### src/rtl/vce_pkg.sv
package vce_pkg;

   typedef enum logic [1:0] {
      ST_IDLE   = 2'd0,
      ST_WALK   = 2'd1,
      ST_COMMIT = 2'd2
   } vce_state_e;

   localparam logic [2:0] OP_NOP    = 3'd0;
   localparam logic [2:0] OP_FLUSH  = 3'd1;
   localparam logic [2:0] OP_LOAD   = 3'd2;
   localparam logic [2:0] OP_PURGE  = 3'd3;
   localparam logic [2:0] OP_RMPORT = 3'd4;

   localparam int CMD_OP_LSB    = 0;
   localparam int CMD_BUSY_BIT  = 3;
   localparam int CMD_FULL_BIT  = 4;
   localparam int CMD_PORT_LSB  = 8;
   localparam int CMD_VID_LSB   = 16;
   localparam int CMD_PRIO_LSB  = 28;
   localparam int CMD_PRIOE_BIT = 31;

   localparam int DAT_MEMB_LSB  = 0;
   localparam int DAT_VALID_BIT = 11;

endpackage

### src/rtl/vce_regs.sv
module vce_regs
   import vce_pkg::*;
#(
   parameter int VID_W  = 12,
   parameter int MEMB_W = 10,
   parameter int PORT_W = 4,
   parameter int PRIO_W = 3
) (
   input  logic              clk,
   input  logic              rst_n,
   input  logic              reg_wr,
   input  logic              reg_addr,
   input  logic [31:0]       reg_wdata,
   input  logic              busy,
   input  logic              full,
   output logic [31:0]       reg_rdata,
   output logic              start,
   output logic [2:0]        cmd_op,
   output logic [PORT_W-1:0] cmd_port,
   output logic [VID_W-1:0]  cmd_vid,
   output logic [MEMB_W-1:0] data_memb
);

   localparam logic [31:0] CMD_KEEP =
        (32'h7 << CMD_OP_LSB)
      | (((32'd1 << PORT_W) - 32'd1) << CMD_PORT_LSB)
      | (((32'd1 << VID_W)  - 32'd1) << CMD_VID_LSB)
      | (((32'd1 << PRIO_W) - 32'd1) << CMD_PRIO_LSB)
      | (32'd1 << CMD_PRIOE_BIT);

   localparam logic [31:0] DAT_KEEP =
        (((32'd1 << MEMB_W) - 32'd1) << DAT_MEMB_LSB)
      | (32'd1 << DAT_VALID_BIT);

   logic [31:0] cmd_q;
   logic [31:0] dat_q;
   logic        wr_cmd;
   logic        wr_dat;
   logic [31:0] cmd_view;
   logic [31:0] dat_view;

   assign wr_cmd = reg_wr && !reg_addr && !busy;
   assign wr_dat = reg_wr &&  reg_addr && !busy;
   assign start  = wr_cmd && reg_wdata[CMD_BUSY_BIT];

   always_ff @(posedge clk or negedge rst_n) begin
      if (!rst_n) begin
         cmd_q <= '0;
         dat_q <= '0;
      end else begin
         if (start)  cmd_q <= reg_wdata;
         if (wr_dat) dat_q <= reg_wdata;
      end
   end

   assign cmd_op    = cmd_q[CMD_OP_LSB +: 3];
   assign cmd_port  = cmd_q[CMD_PORT_LSB +: PORT_W];
   assign cmd_vid   = cmd_q[CMD_VID_LSB +: VID_W];
   assign data_memb = dat_q[DAT_MEMB_LSB +: MEMB_W];

   always_comb begin
      cmd_view               = cmd_q & CMD_KEEP;
      cmd_view[CMD_BUSY_BIT] = busy;
      cmd_view[CMD_FULL_BIT] = full;
      dat_view               = dat_q & DAT_KEEP;
      reg_rdata              = reg_addr ? dat_view : cmd_view;
   end

endmodule

### src/rtl/vce_table.sv
module vce_table #(
   parameter int DEPTH  = 16,
   parameter int VID_W  = 12,
   parameter int MEMB_W = 10,
   localparam int IDX_W = $clog2(DEPTH)
) (
   input  logic              clk,
   input  logic              rst_n,
   input  logic              wr_en,
   input  logic [IDX_W-1:0]  wr_idx,
   input  logic              wr_valid,
   input  logic [VID_W-1:0]  wr_vid,
   input  logic [MEMB_W-1:0] wr_memb,
   output logic [DEPTH-1:0]  ent_valid,
   output logic [VID_W-1:0]  ent_vid  [DEPTH],
   output logic [MEMB_W-1:0] ent_memb [DEPTH]
);

   for (genvar g = 0; g < DEPTH; g++) begin : g_slot
      logic sel;
      assign sel = wr_en && (wr_idx == IDX_W'(g));

      always_ff @(posedge clk or negedge rst_n) begin
         if (!rst_n) begin
            ent_valid[g] <= 1'b0;
            ent_vid[g]   <= '0;
            ent_memb[g]  <= '0;
         end else if (sel) begin
            ent_valid[g] <= wr_valid;
            ent_vid[g]   <= wr_vid;
            ent_memb[g]  <= wr_memb;
         end
      end
   end

endmodule

### src/rtl/vce_walker.sv
module vce_walker
   import vce_pkg::*;
#(
   parameter int DEPTH  = 16,
   parameter int VID_W  = 12,
   parameter int MEMB_W = 10,
   parameter int PORT_W = 4,
   localparam int IDX_W = $clog2(DEPTH)
) (
   input  logic              clk,
   input  logic              rst_n,
   input  logic              start,
   input  logic [2:0]        cmd_op,
   input  logic [PORT_W-1:0] cmd_port,
   input  logic [VID_W-1:0]  cmd_vid,
   input  logic [MEMB_W-1:0] data_memb,
   input  logic [DEPTH-1:0]  ent_valid,
   input  logic [VID_W-1:0]  ent_vid  [DEPTH],
   input  logic [MEMB_W-1:0] ent_memb [DEPTH],
   output logic              wr_en,
   output logic [IDX_W-1:0]  wr_idx,
   output logic              wr_valid,
   output logic [VID_W-1:0]  wr_vid,
   output logic [MEMB_W-1:0] wr_memb,
   output logic              busy,
   output logic              full
);

   localparam logic [IDX_W-1:0]  LAST_IDX = IDX_W'(DEPTH - 1);
   localparam logic [PORT_W:0]   PORT_LIM = (PORT_W + 1)'(MEMB_W);

   vce_state_e       state;
   logic [IDX_W-1:0] idx;
   logic             free_found;
   logic [IDX_W-1:0] free_idx;

   logic              cur_valid;
   logic [VID_W-1:0]  cur_vid;
   logic [MEMB_W-1:0] cur_memb;
   logic              cur_hit;
   logic              at_last;
   logic              port_ok;
   logic              done;
   logic              to_commit;

   assign cur_valid = ent_valid[idx];
   assign cur_vid   = ent_vid[idx];
   assign cur_memb  = ent_memb[idx];
   assign cur_hit   = cur_valid && (cur_vid == cmd_vid);
   assign at_last   = (idx == LAST_IDX);
   assign port_ok   = ({1'b0, cmd_port} < PORT_LIM);
   assign busy      = (state != ST_IDLE);

   always_comb begin
      wr_en     = 1'b0;
      wr_idx    = idx;
      wr_valid  = cur_valid;
      wr_vid    = cur_vid;
      wr_memb   = cur_memb;
      done      = 1'b0;
      to_commit = 1'b0;
      unique case (state)
         ST_WALK: begin
            case (cmd_op)
               OP_FLUSH: begin
                  wr_en    = 1'b1;
                  wr_valid = 1'b0;
                  wr_vid   = '0;
                  wr_memb  = '0;
                  done     = at_last;
               end
               OP_LOAD: begin
                  if (cur_hit) begin
                     wr_en    = 1'b1;
                     wr_valid = 1'b1;
                     wr_memb  = data_memb;
                     done     = 1'b1;
                  end else begin
                     to_commit = at_last;
                  end
               end
               OP_PURGE: begin
                  if (cur_hit) begin
                     wr_en    = 1'b1;
                     wr_valid = 1'b0;
                     done     = 1'b1;
                  end else begin
                     done = at_last;
                  end
               end
               OP_RMPORT: begin
                  if (port_ok) begin
                     wr_en   = 1'b1;
                     wr_memb = cur_memb & ~(MEMB_W'(1) << cmd_port);
                  end
                  done = at_last;
               end
               default: done = 1'b1;
            endcase
         end
         ST_COMMIT: begin
            if (free_found) begin
               wr_en    = 1'b1;
               wr_idx   = free_idx;
               wr_valid = 1'b1;
               wr_vid   = cmd_vid;
               wr_memb  = data_memb;
            end
            done = 1'b1;
         end
         default: ;
      endcase
   end

   always_ff @(posedge clk or negedge rst_n) begin
      if (!rst_n) begin
         state      <= ST_IDLE;
         idx        <= '0;
         free_found <= 1'b0;
         free_idx   <= '0;
         full       <= 1'b0;
      end else if (start) begin
         state      <= ST_WALK;
         idx        <= '0;
         free_found <= 1'b0;
         free_idx   <= '0;
         full       <= 1'b0;
      end else begin
         unique case (state)
            ST_WALK: begin
               if (cmd_op == OP_LOAD && !cur_valid && !free_found) begin
                  free_found <= 1'b1;
                  free_idx   <= idx;
               end
               if (done)           state <= ST_IDLE;
               else if (to_commit) state <= ST_COMMIT;
               else                idx   <= idx + 1'b1;
            end
            ST_COMMIT: begin
               if (!free_found) full <= 1'b1;
               state <= ST_IDLE;
            end
            default: ;
         endcase
      end
   end

endmodule

### src/rtl/vce_lookup.sv
module vce_lookup #(
   parameter int DEPTH  = 16,
   parameter int VID_W  = 12,
   parameter int MEMB_W = 10
) (
   input  logic              clk,
   input  logic              rst_n,
   input  logic [VID_W-1:0]  lookup_vid,
   input  logic [DEPTH-1:0]  ent_valid,
   input  logic [VID_W-1:0]  ent_vid  [DEPTH],
   input  logic [MEMB_W-1:0] ent_memb [DEPTH],
   output logic              lookup_hit,
   output logic [MEMB_W-1:0] lookup_members
);

   logic [DEPTH-1:0]  match;
   logic [MEMB_W-1:0] pick;

   for (genvar g = 0; g < DEPTH; g++) begin : g_cmp
      assign match[g] = ent_valid[g] && (ent_vid[g] == lookup_vid);
   end

   always_comb begin
      pick = '0;
      for (int i = DEPTH - 1; i >= 0; i--) begin
         if (match[i]) pick = ent_memb[i];
      end
   end

   always_ff @(posedge clk or negedge rst_n) begin
      if (!rst_n) begin
         lookup_hit     <= 1'b0;
         lookup_members <= '0;
      end else begin
         lookup_hit     <= |match;
         lookup_members <= pick;
      end
   end

endmodule

### src/rtl/vlan_cmd_engine.sv
module vlan_cmd_engine
   import vce_pkg::*;
#(
   parameter int DEPTH  = 16,
   parameter int VID_W  = 12,
   parameter int MEMB_W = 10,
   parameter int PORT_W = 4,
   parameter int PRIO_W = 3
) (
   input  logic              clk,
   input  logic              rst_n,
   input  logic              reg_wr,
   input  logic              reg_addr,
   input  logic [31:0]       reg_wdata,
   output logic [31:0]       reg_rdata,
   input  logic [VID_W-1:0]  lookup_vid,
   output logic              lookup_hit,
   output logic [MEMB_W-1:0] lookup_members
);

   localparam int IDX_W = $clog2(DEPTH);

   if (DEPTH < 2)               begin : g_bad_depth  $error("DEPTH must be at least 2");       end
   if (VID_W < 1 || VID_W > 12) begin : g_bad_vid    $error("VID_W must be 1..12");            end
   if (MEMB_W < 1 || MEMB_W > 11) begin : g_bad_memb $error("MEMB_W must be 1..11");           end
   if (PORT_W < 1 || PORT_W > 4) begin : g_bad_port  $error("PORT_W must be 1..4");            end
   if (PRIO_W < 1 || PRIO_W > 3) begin : g_bad_prio  $error("PRIO_W must be 1..3");            end
   if (MEMB_W > (1 << PORT_W))  begin : g_bad_reach  $error("PORT_W too narrow for MEMB_W");   end

   logic              start;
   logic              busy;
   logic              full;
   logic [2:0]        cmd_op;
   logic [PORT_W-1:0] cmd_port;
   logic [VID_W-1:0]  cmd_vid;
   logic [MEMB_W-1:0] data_memb;

   logic              wr_en;
   logic [IDX_W-1:0]  wr_idx;
   logic              wr_valid;
   logic [VID_W-1:0]  wr_vid;
   logic [MEMB_W-1:0] wr_memb;

   logic [DEPTH-1:0]  ent_valid;
   logic [VID_W-1:0]  ent_vid  [DEPTH];
   logic [MEMB_W-1:0] ent_memb [DEPTH];

   vce_regs #(
      .VID_W(VID_W), .MEMB_W(MEMB_W), .PORT_W(PORT_W), .PRIO_W(PRIO_W)
   ) u_regs (
      .clk(clk), .rst_n(rst_n),
      .reg_wr(reg_wr), .reg_addr(reg_addr), .reg_wdata(reg_wdata),
      .busy(busy), .full(full),
      .reg_rdata(reg_rdata), .start(start),
      .cmd_op(cmd_op), .cmd_port(cmd_port), .cmd_vid(cmd_vid),
      .data_memb(data_memb)
   );

   vce_walker #(
      .DEPTH(DEPTH), .VID_W(VID_W), .MEMB_W(MEMB_W), .PORT_W(PORT_W)
   ) u_walker (
      .clk(clk), .rst_n(rst_n), .start(start),
      .cmd_op(cmd_op), .cmd_port(cmd_port), .cmd_vid(cmd_vid),
      .data_memb(data_memb),
      .ent_valid(ent_valid), .ent_vid(ent_vid), .ent_memb(ent_memb),
      .wr_en(wr_en), .wr_idx(wr_idx), .wr_valid(wr_valid),
      .wr_vid(wr_vid), .wr_memb(wr_memb),
      .busy(busy), .full(full)
   );

   vce_table #(
      .DEPTH(DEPTH), .VID_W(VID_W), .MEMB_W(MEMB_W)
   ) u_table (
      .clk(clk), .rst_n(rst_n),
      .wr_en(wr_en), .wr_idx(wr_idx), .wr_valid(wr_valid),
      .wr_vid(wr_vid), .wr_memb(wr_memb),
      .ent_valid(ent_valid), .ent_vid(ent_vid), .ent_memb(ent_memb)
   );

   vce_lookup #(
      .DEPTH(DEPTH), .VID_W(VID_W), .MEMB_W(MEMB_W)
   ) u_lookup (
      .clk(clk), .rst_n(rst_n), .lookup_vid(lookup_vid),
      .ent_valid(ent_valid), .ent_vid(ent_vid), .ent_memb(ent_memb),
      .lookup_hit(lookup_hit), .lookup_members(lookup_members)
   );

endmodule

### config.mk
export PLATFORM = sky130hd
export DESIGN_NAME = vlan_cmd_engine
export DESIGN_NICKNAME = d
export VERILOG_FILES = /design/src/rtl/vce_pkg.sv /design/src/rtl/vce_regs.sv /design/src/rtl/vce_table.sv /design/src/rtl/vce_walker.sv /design/src/rtl/vce_lookup.sv /design/src/rtl/vlan_cmd_engine.sv
export SDC_FILE = /design/constraint.sdc
export NUM_CORES = 1
export LEC_CHECK = 0
export BUFFER_PORTS_ARGS = -buffer_cell sky130_fd_sc_hd__buf_2
export CORE_MARGIN = 10
export CORE_UTILIZATION = 30
export DETAILED_ROUTE_END_ITERATION = 8
export GPL_TIMING_DRIVEN = 0
export PLACE_DENSITY_LB_ADDON = 0.1
export SLEW_MARGIN = 20
export SYNTH_ARGS = -nofsm -noshare
export SYNTH_HDL_FRONTEND = slang
export SYNTH_HIERARCHICAL = 1
export SYNTH_SLANG_ARGS = --single-unit
### constraint.sdc
create_clock -name clk -period 7.6 [get_ports clk]
set_input_delay 1.52 -clock clk [delete_from_list [all_inputs] [get_ports clk]]
set_output_delay 1.52 -clock clk [all_outputs]
set_load 0.01 [all_outputs]
## After elaboration in Yosys (flattened, before gate mapping)

Cells that the tools add are included.

| word-level totals | value |
|---|---|
| logic and storage cells | 233 |
| bits of input ports | 48 |
| register bits after elaboration | 435 |

| cells by class | value |
|---|---|
| eq/ne operators | 43 |
| muxes and demuxes | 68 |
| reductions and logical operators | 57 |
| bitwise operators | 3 |
| add/subtract/negate cells | 1 |
| order comparisons | 3 |
| shift operators | 1 |

Operator list:

| kind | number |
|---|---|
| $mux W10 | 21 |
| $eq A12 B12 Y1 | 17 |
| $bmux W12 S4 | 1 |
| $mux W12 | 4 |
| $bmux W10 S4 | 1 |
| $logic_and A1 B1 Y1 | 40 |
| $eq A4 B4 Y1 const B | 9 |
| $mux W4 | 9 |
| $mux W32 | 1 |
| $pmux W10 S3 | 1 |
| $pmux W12 S2 | 1 |
| $pmux W10 S2 | 1 |
| $mux W1 | 17 |
| $eq A4 B3 Y1 const B | 4 |
| $reduce_or A16 Y1 | 1 |
| $and A10 B10 Y10 | 1 |
| $not A10 Y10 | 1 |
| $shl A1 B4 Y10 const A | 1 |
| $pmux W1 S3 | 3 |
| $eq A4 B2 Y1 const B | 2 |
| $reduce_bool A2 Y1 | 4 |
| $eq A3 B2 Y1 const B | 2 |
| $mux W2 | 3 |
| $ne A2 B2 Y1 const B | 3 |
| other kinds (20) | 28 |

## Depth between registers and ports, before layout

Gate-level depths: netlist of run 1.

| logic depth | value |
|---|---|
| word-level depth | 18 |
| depth in mapped cells | 17 |
| mapped depth without buffers | 11 |

## Cells and area by module

The synthesis of run 1 kept the hierarchy.

By module, submodules not included:

| module | times used | cells each | seq. area each (um^2) | area each (um^2) |
|---|---|---|---|---|
| vce_table | 1 | 821 | 9208.8 | 13759.4 |
| vce_walker | 1 | 484 | 300.3 | 4725.8 |
| vce_lookup | 1 | 608 | 275.3 | 4265.3 |
| vce_regs | 1 | 139 | 850.8 | 1843.0 |

## Least setup slack after synthesis of run 1

OpenSTA, ideal clock, no wires.

| timing path | value |
|---|---|
| kind | input port to flip-flop |
| start point | input port lookup_vid[2] |
| end point | register u_lookup.lookup_members[5] |
| data arrival time | 3.721 ns |
| buffers on the path | 4 |
| path slack | 3.725 ns |
| stages | 12 |
| path through | buf_2 > buf_2 > xnor2_1 > nand4_1 > nor4_2 > buf_2 > buf_2 > a21oi_1 > a2111oi_0 > o21ai_0 > nand3_1 > a41oi_1 |

| on the way | value |
|---|---|
| cells in the longest elaborated chain, start to end | 18 |
| elaborated cells on any way between the ends | 48 |

Ends and longest elaborated chain:

| item | line | source |
|---|---|---|
| from (decl) | vlan_cmd_engine.sv:16 | `input logic [VID_W-1:0] lookup_vid,` |
| $eq A12 B12 Y1 | vce_lookup.sv:20 | `assign match[g] = ent_valid[g] && (ent_vid[g] == lookup_vid);` |
| $logic_and A1 B1 Y1 | vce_lookup.sv:20 |  |
| $mux W10 (15 in a row) | vce_lookup.sv:26 | `if (match[i]) pick = ent_memb[i];` |
| $mux W10 * | vce_lookup.sv:26 |  |
| net u_lookup.pick[5] | vce_lookup.sv:17 | `logic [MEMB_W-1:0] pick;` |
| to (signal assigned) | vce_lookup.sv:36 | `lookup_members <= pick;` |
| to (decl) | vce_lookup.sv:13 | `output logic [MEMB_W-1:0] lookup_members` |

The timed path passes the listed nets; every way through them passes the cells marked *.
A chain may end at the register's enable or synchronous reset.

## Worst setup path after layout of run 1

| timing path | value |
|---|---|
| start point | register u_walker.idx[1] |
| end point | register u_table/ent_memb[122] in the netlist's numbering |

| on the way | value |
|---|---|
| cells in the longest elaborated chain, start to end | 10 |
| elaborated cells on any way between the ends | 24 |

Ends and longest elaborated chain:

| item | line | source |
|---|---|---|
| from (decl) | vce_walker.sv:33 | `logic [IDX_W-1:0] idx;` |
| from (signal assigned) | vce_walker.sv:137 | `else idx <= idx + 1'b1;` |
| $not A4 Y5 (implied by the code) | vce_walker.sv:47 | `assign cur_vid = ent_vid[idx];` |
| $bmux W12 S4 | vce_walker.sv:47 |  |
| $mux W12 (implied by the code) (2 in a row) | vce_walker.sv:47 |  |
| $eq A12 B12 Y1 | vce_walker.sv:49 | `assign cur_hit = cur_valid && (cur_vid == cmd_vid);` |
| $logic_and A1 B1 Y1 * | vce_walker.sv:49 |  |
| $mux W1 * | vce_walker.sv:73, vce_walker.sv:83 |  |
| $pmux W1 S3 * | vce_walker.sv:64 | `case (cmd_op)` |
| $pmux W1 S2 * | vce_walker.sv:62 | `unique case (state)` |
| net wr_en | vlan_cmd_engine.sv:38 | `logic wr_en;` |
| $logic_and A1 B1 Y1 * | vce_table.sv:21 | `assign sel = wr_en && (wr_idx == IDX_W'(g));` |
| to (signal, indexed assignment) | vce_table.sv:31 | `ent_memb[g] <= wr_memb;` |
| to (decl) | vce_table.sv:16 | `output logic [MEMB_W-1:0] ent_memb [DEPTH]` |

The timed path passes the listed nets; every way through them passes the cells marked *. The select of a mux whose other input is x is not followed.

==> metrics.md, run 1 <==
| Metric | Value |
|---|---|
| Status | finished, final reports clean |
| Distinct cells, synth | 73 |
| Switching Share | 0.3805 |
| Reg clk slew, reported paths | 60 ps |
| CTS tree | built |
| Leakage | 12.25 nW |
| Clock Power Share | 0.299 |
| Syn Area/Cell | 11.99 um2 |
| TNS Setup | 0 ps |
| Flop2flop setup slack | 1450 ps |
| EDFF count, synth | 0 |
| Starting DRT DRC Count | 1133 |
| Buffers on Ports | 70 |
| DRC | 0 |
| Slew Limit Fails | 0 |
| Initial Util | 0.3039 |
| Vias | 17210 |
| CTS Hold Bufs | 0 |
| CP startpoint | u_walker/idx[1] |
| Clock Path Buffers | 3 |
| GP Congestion | 0.8451 |
| Min-delay worst type | reg -> reg |
| Initial antenna violation count | 0 |
| Root buf cell | clkbuf_16 |
| Pwr Density | 293.1 nW/um2 |
| Cell Area, Synth | 24590 um2 |
| RR Endpoint | u_table/ent_memb[122] |
| Fmax | 0.1626 GHz |
| Synth Flop Type | dfrtp_1 |
| Total core area | 80940 um2 |
| Worst flop-to-flop path startpoint | u_walker/idx[1] |
| Flop pwr share | 0.336 |
| Area Growth Syn to Fin | 14.23% |
| Die area | 93830 um2 |
| Vias in the first global route | 17950 |
| Final nets | 2236 |
| Critical Path End | u_table/ent_memb[122] |
| # Post-CTS Setup Buffers | 0 |
| Maximum VDD drop | 154.0 uV |
| Minimum clock period after layout | 6149 ps |
| P_int | 5.102 mW |
| DR pass1 iterations | 5 |
| GRT Total Usage | 0.1861 |
| Gr ovfl total | 0 |
| Crit start category | flop |
| Max Cap Viol | 0 |
| Top post-synthesis cells by area | dfrtp_1, mux2_2, mux4_2 |
| CTS HTree Levels | 2 |
| FF-to-FF path depth | 17 |
| Crit-path cells | buf_6 -> buf_2 -> buf_2 -> mux2i_1 -> a22oi_1 -> nand2_1 -> xnor2_1 -> nor4_1 -> o2111ai_2 -> clkbuf_1 -> o21ai_1 -> a21o_1 -> nor3b_2 -> and3_1 -> clkbuf_1 -> buf_4 -> mux2_2 |
| CTS Buf Count | 52 |
| # resized after CTS | 0 |
| Worst stage delay on the critical path | 660 ps |
| Crit share post-route | 0.8090 |
| Diodes inserted | 0 |
| Setup violators final | 0 |
| Clk_lat worst skew | 610 ps |
| Dpl hpwl | 68.70 mm |
| ANT nets after route | 0 |
| Comb pwr share | 0.365 |
| Post-synth top cells | dfrtp_1, mux2_2, xnor2_1 |
| Fin util | 0.3471 |
| Leading area contributor after synthesis | dfrtp_1 |
| Critical path class | reg -> reg |
| IO Pins | 91 |
| CP max stage cell | nor4_1 |
| RSZ-0062 raised after global routing | no |
| WL final | 88.94 mm |
| Die Y | 306.3 um |
| CP required | 8080 ps |
| Crit path capture type | flop |
| Psw | 3.134 mW |
| Worst Path Max Fanout | 10 |
| WL/cell | 27.11 um |
| Yosys warning count | 6 |
| Cell Rows | 104 |
| Top-count cell post-synth | dfrtp_1 |
| Critical Path AT | 6620 ps |
| Top cell type's share of synthesized area | 0.4324 |
| Global-route wire length before repair | 129.2 mm |
| Sink Count | 425 |
| Slew HR | 0.1781 |
| Flops & latches, synth | 425 |
| Vias/cell | 5.246 |
| Cell count after synthesis | 2052 |
| Share of the yosys chip area belonging to registers | 0.4324 |
| Layout cell share with drive strength beyond 1 | 0.3557 |
| Worst Max-Slew Pin Slew | 1223 ps |
| Largest net degree at the start of global routing | 85 |
| Setup Skew | 24.55 ps |
| Die width | 306.3 um |
| Fin. Hold Viols | 0 |
| Async SR Flop Fraction | 1.000 |
-- metrics by stage --
step           hold WS, ps  cells  worst slack (ps)  area [um2]  power, mW
6_report             497.6   3281              1451       28090      8.236
5_1_grt              517.9   3281              1272       28090      8.621
4_1_cts              504.7   3281              1581       28090      8.334
3_5_place_dp         491.9   3190              1603       26450      5.821
3_3_place_gp         482.8   3185             -4313       26280      5.781
2_1_floorplan        472.6   2055              3725       24600      4.652
-- cells in the final DEF, fill, tap and decap left out, types with 38 or more instances in the layout --
| master | Yosys | routed |
|---|---|---|
| xor2_1 | 38 | 38 |
| xnor2_1 | 164 | 164 |
| o21ai_0 | 50 | 47 |
| mux4_2 | 74 | 74 |
| mux2i_1 | 84 | 84 |
| dfrtp_1 | 425 | 425 |
| buf_4 | 40 | 40 |
| clkbuf_1 | 64 | 76 |
| mux2_2 | 399 | 399 |
| nand3_1 | 48 | 48 |
| buf_2 | 67 | 136 |
| nand2_1 | 71 | 71 |
| a21oi_1 | 102 | 102 |
| inv_1 | 52 | 52 |
| clkbuf_16 | 0 | 53 |
-- state kept, by name (all words and copies together), names as in the netlist --
| signal | cells |
|---|---|
| u_table/ent_memb | 160 |
| u_walker/free_found | 1 |
| u_table/ent_valid | 16 |
| u_walker/free_idx | 4 |
| u_lookup/lookup_hit | 1 |
| u_regs/cmd_q | 23 |
| u_walker/full | 1 |
| u_lookup/lookup_members | 10 |
| u_walker/state | 2 |
| u_walker/idx | 4 |
| u_regs/dat_q | 11 |
| u_table/ent_vid | 192 |
-- cell families (layout without fill, tap and decap cells) --
logic type	count (synthesis)	after routing	synth area share
other cells	1	4	0.0001525
compound gates	291	291	0.07652
buf+inv	245	411	0.05118
mux	581	581	0.2987
flops	425	425	0.4324
xor+xnor	202	202	0.07194
fa+ha+maj	4	4	0.002035
simple gates	303	303	0.06705
-- worst max-delay path, delay by kind of cell (launching register included) --
kind / cells / cell delay, ps
and+or+nand+nor: 4 / 1450
AOI/OAI and AO/OA: 4 / 1140
buffers and inverters: 6 / 2220
xor gates and xnor gates: 1 / 160
muxes: 2 / 550
DFF: 1 / 430
-- layer usage --
| metal | track usage | wire [um] | up-vias |
|---|---|---|---|
| met1 | 0.2397 | 38650 | 9073 |
| li1 | - | - | 7668 |
| met4 | 0.05428 | 2394 | 0 |
| met5 | 0 | 0 | - |
| met3 | 0.02199 | 3287 | 106 |
| met2 | 0.3240 | 44610 | 366 |
-- area by class of cell --
| type | instances | area, um2 |
|---|---|---|
| tap | 1060 | 1326 |
| clock inverter | 13 | 92.59 |
| clock buffer | 78 | 1550 |
| buffer | 190 | 1052 |
| multi-input combinational | 1385 | 12730 |
| fill | 8093 | 52840 |
| sequential | 425 | 10640 |
| inverter | 55 | 206.4 |
| timing repair buffer | 75 | 498.0 |
-- how the worst min path moves through the flow --
stage | startpoint | to | slack, ps | cells past startpoint
5_1_grt | u_regs/dat_q[11] | u_regs/dat_q[11] | 520 | 1
3_3_place_gp | u_regs/cmd_q[30] | u_regs/cmd_q[30] | 480 | 1
4_1_cts | u_regs/dat_q[11] | u_regs/dat_q[11] | 500 | 1
2_1_floorplan | u_regs/cmd_q[28] | u_regs/cmd_q[28] | 470 | 1
6_report | u_regs/cmd_q[28] | u_regs/cmd_q[28] | 500 | 1
3_5_place_dp | u_regs/dat_q[11] | u_regs/dat_q[11] | 490 | 1
-- power by group through the flow --
stage / combinational, mW / clock, mW / sequential, mW
floorplan: 1.94 / 0 / 2.71
detailed placement: 3.01 / 0 / 2.81
CTS: 3.02 / 2.54 / 2.77
global route: 3.19 / 2.63 / 2.81
global placement: 2.97 / 0 / 2.81
finish: 3.01 / 2.46 / 2.77
Note: power is estimated with default switching activity, not from simulation.
==> run 2: changes to the inputs <==
==> constraint.sdc (replaced) <==
create_clock -name clk -period 6.2 [get_ports clk]
set_input_delay 1.24 -clock clk [delete_from_list [all_inputs] [get_ports clk]]
set_output_delay 1.24 -clock clk [all_outputs]
set_load 0.01 [all_outputs]
==> metrics.md, run 2 (synthesis gave the netlist of run 1 again) <==
| Metric | Value |
|---|---|
| Starting DRT DRC Count | 1091 |
| Crit share post-route | 0.9552 |
| Fmax | 0.1688 GHz |
| Vias in the first global route | 17950 |
| CP max stage cell | nor2_1 |
| Crit-path most repeated cell | a21o_1 |
| CP top delay family | compound AO/OA/AOI/OAI gates |
| Crit path capture type | flop |
| # resized after CTS | 0 |
| Max reg flops | 192 |
| Minimum clock period after layout | 5922 ps |
| Die Y | 306.3 um |
| Largest net degree at the start of global routing | 85 |
| Post-Place Cells | 3190 |
| CP required | 6680 ps |
| Clk_lat worst skew | 610 ps |
| Buffers on Ports | 70 |
| Fill cell count | 8094 |
| Reg clk slew, reported paths | 60 ps |
| DP Area | 26450 um2 |
| Leading cell types in the layout, fill and taps excluded | dfrtp_1, mux2_2, xnor2_1 |
| Reg with most FFs | u_table/ent_vid |
| Critical Path AT | 6400 ps |
| RSZ-0062 raised after global routing | no |
| Max Cap Viol | 0 |
| ANT nets after route | 0 |
| CTS HTree Levels | 2 |
| Gr ovfl total | 0 |
| Die area | 93830 um2 |
| DRC | 0 |
| Vias/cell | 5.247 |
| Min-delay worst type | reg -> reg |
| Slew Limit Fails | 0 |
| WL final | 88.88 mm |
| Initial antenna violation count | 0 |
| Fin util | 0.3472 |
| Leakage | 12.25 nW |
| Status | finished, final reports clean |
| GRT Total Usage | 0.1861 |
| Vias | 17220 |
| Crit start category | flop |
| Pre-CTS setup slack | 202.9 ps |
| Root buf cell | clkbuf_16 |
| Non-Filler Instances | 3281 |
| Layout cell share with drive strength beyond 1 | 0.3561 |
| CTS Hold Bufs | 0 |
| Top Registers | u_table/ent_vid x192, u_table/ent_memb x160, u_regs/cmd_q x23 |
| Die width | 306.3 um |
| Design area | 28100 um2 |
| Storage cell area | 10640 um2 |
| # Post-CTS Setup Buffers | 0 |
| Final WS setup | 277.5 ps |
| GP Congestion | 0.8451 |
| Area Growth Syn to Fin | 14.27% |
| Worst stage delay on the critical path | 750 ps |
| Flop2flop setup slack | 280 ps |
| CTS tree | built |
| Worst Max-Slew Pin Slew | 1198 ps |
| Slew HR | 0.1949 |
| CP bufs+invs | 6 |
| Dpl hpwl | 68.70 mm |
| Fin. Hold Viols | 0 |
| Setup Skew | 23.40 ps |
| Critical path class | reg -> reg |
| CTS Buf Count | 52 |
| Worst Path Max Fanout | 10 |
| WL/cell | 27.09 um |
| Pwr Density | 359.4 nW/um2 |
| Global-route wire length before repair | 129.2 mm |
| Clock Path Buffers | 3 |
| Multi-input combinational cell area | 12740 um2 |
| Diodes inserted | 0 |
| Maximum VDD drop | 189.1 uV |
| Total core area | 80940 um2 |
| Cell Rows | 104 |
| DR pass1 iterations | 5 |
| Final nets | 2236 |
| Sink Count | 425 |
| IO Pins | 91 |
| Commonest non-fill, non-tap cell in the layout | dfrtp_1 |
| Setup violators final | 0 |
| Crit-path cells | buf_2 -> buf_6 -> buf_6 -> nor2_1 -> a22oi_1 -> a21o_1 -> a21o_1 -> a2111oi_4 -> o2111ai_2 -> clkbuf_1 -> o21ai_1 -> a21o_1 -> nor3b_2 -> and3_1 -> clkbuf_1 -> buf_4 -> mux2_2 |
| Initial Util | 0.3039 |
-- run 2: layout make-up --
cell class,instances,share of cell area
clock inverter,13,0.003295
inverter,55,0.007346
sequential,425,0.3784
buffer,190,0.03753
multi-input combinational,1385,0.4533
timing repair buffer,75,0.01772
clock buffer,78,0.05516
tap,1060,0.04719
-- run 2: worst paths after layout --
kind                                   from                    end  depth (start not counted)
hold / removal             u_regs/cmd_q[28]       u_regs/cmd_q[28]                          1
min in group asynchronous             rst_n        u_regs/dat_q[5]                          1
hold reg to reg            u_regs/cmd_q[28]       u_regs/cmd_q[28]                          1
max in group asynchronous             rst_n   u_table/ent_vid[176]                          5
setup reg to reg            u_walker/idx[0]  u_table/ent_memb[122]                         17
setup / recovery            u_walker/idx[0]  u_table/ent_memb[122]                         17
-- run 2: where the power goes --
group,leakage [nW],switching (mW),internal (mW)
sequential,5.85,0.306,3.09
combinational,5.59,2.27,1.42
clock,0.818,1.27,1.75
total,12.3,3.84,6.26
-- run 2: metal layers --
metal  up-vias  wire [um]  GRT usage
met1      9045      38410     0.2397
met4         0       2394    0.05428
li1       7667          -          -
met5         -          0          0
met2       393      44560     0.3240
met3       110       3510    0.02199
-- run 2: through the flow --
stage	power, mW	TNS [ps]	hold WS (ps)
floorplan	5.702	0	472.6
global placement	7.086	-2266730	482.8
detailed placement	7.135	0	491.9
CTS	10.22	0	504.7
global route	10.58	0	517.9
finish	10.10	0	497.8
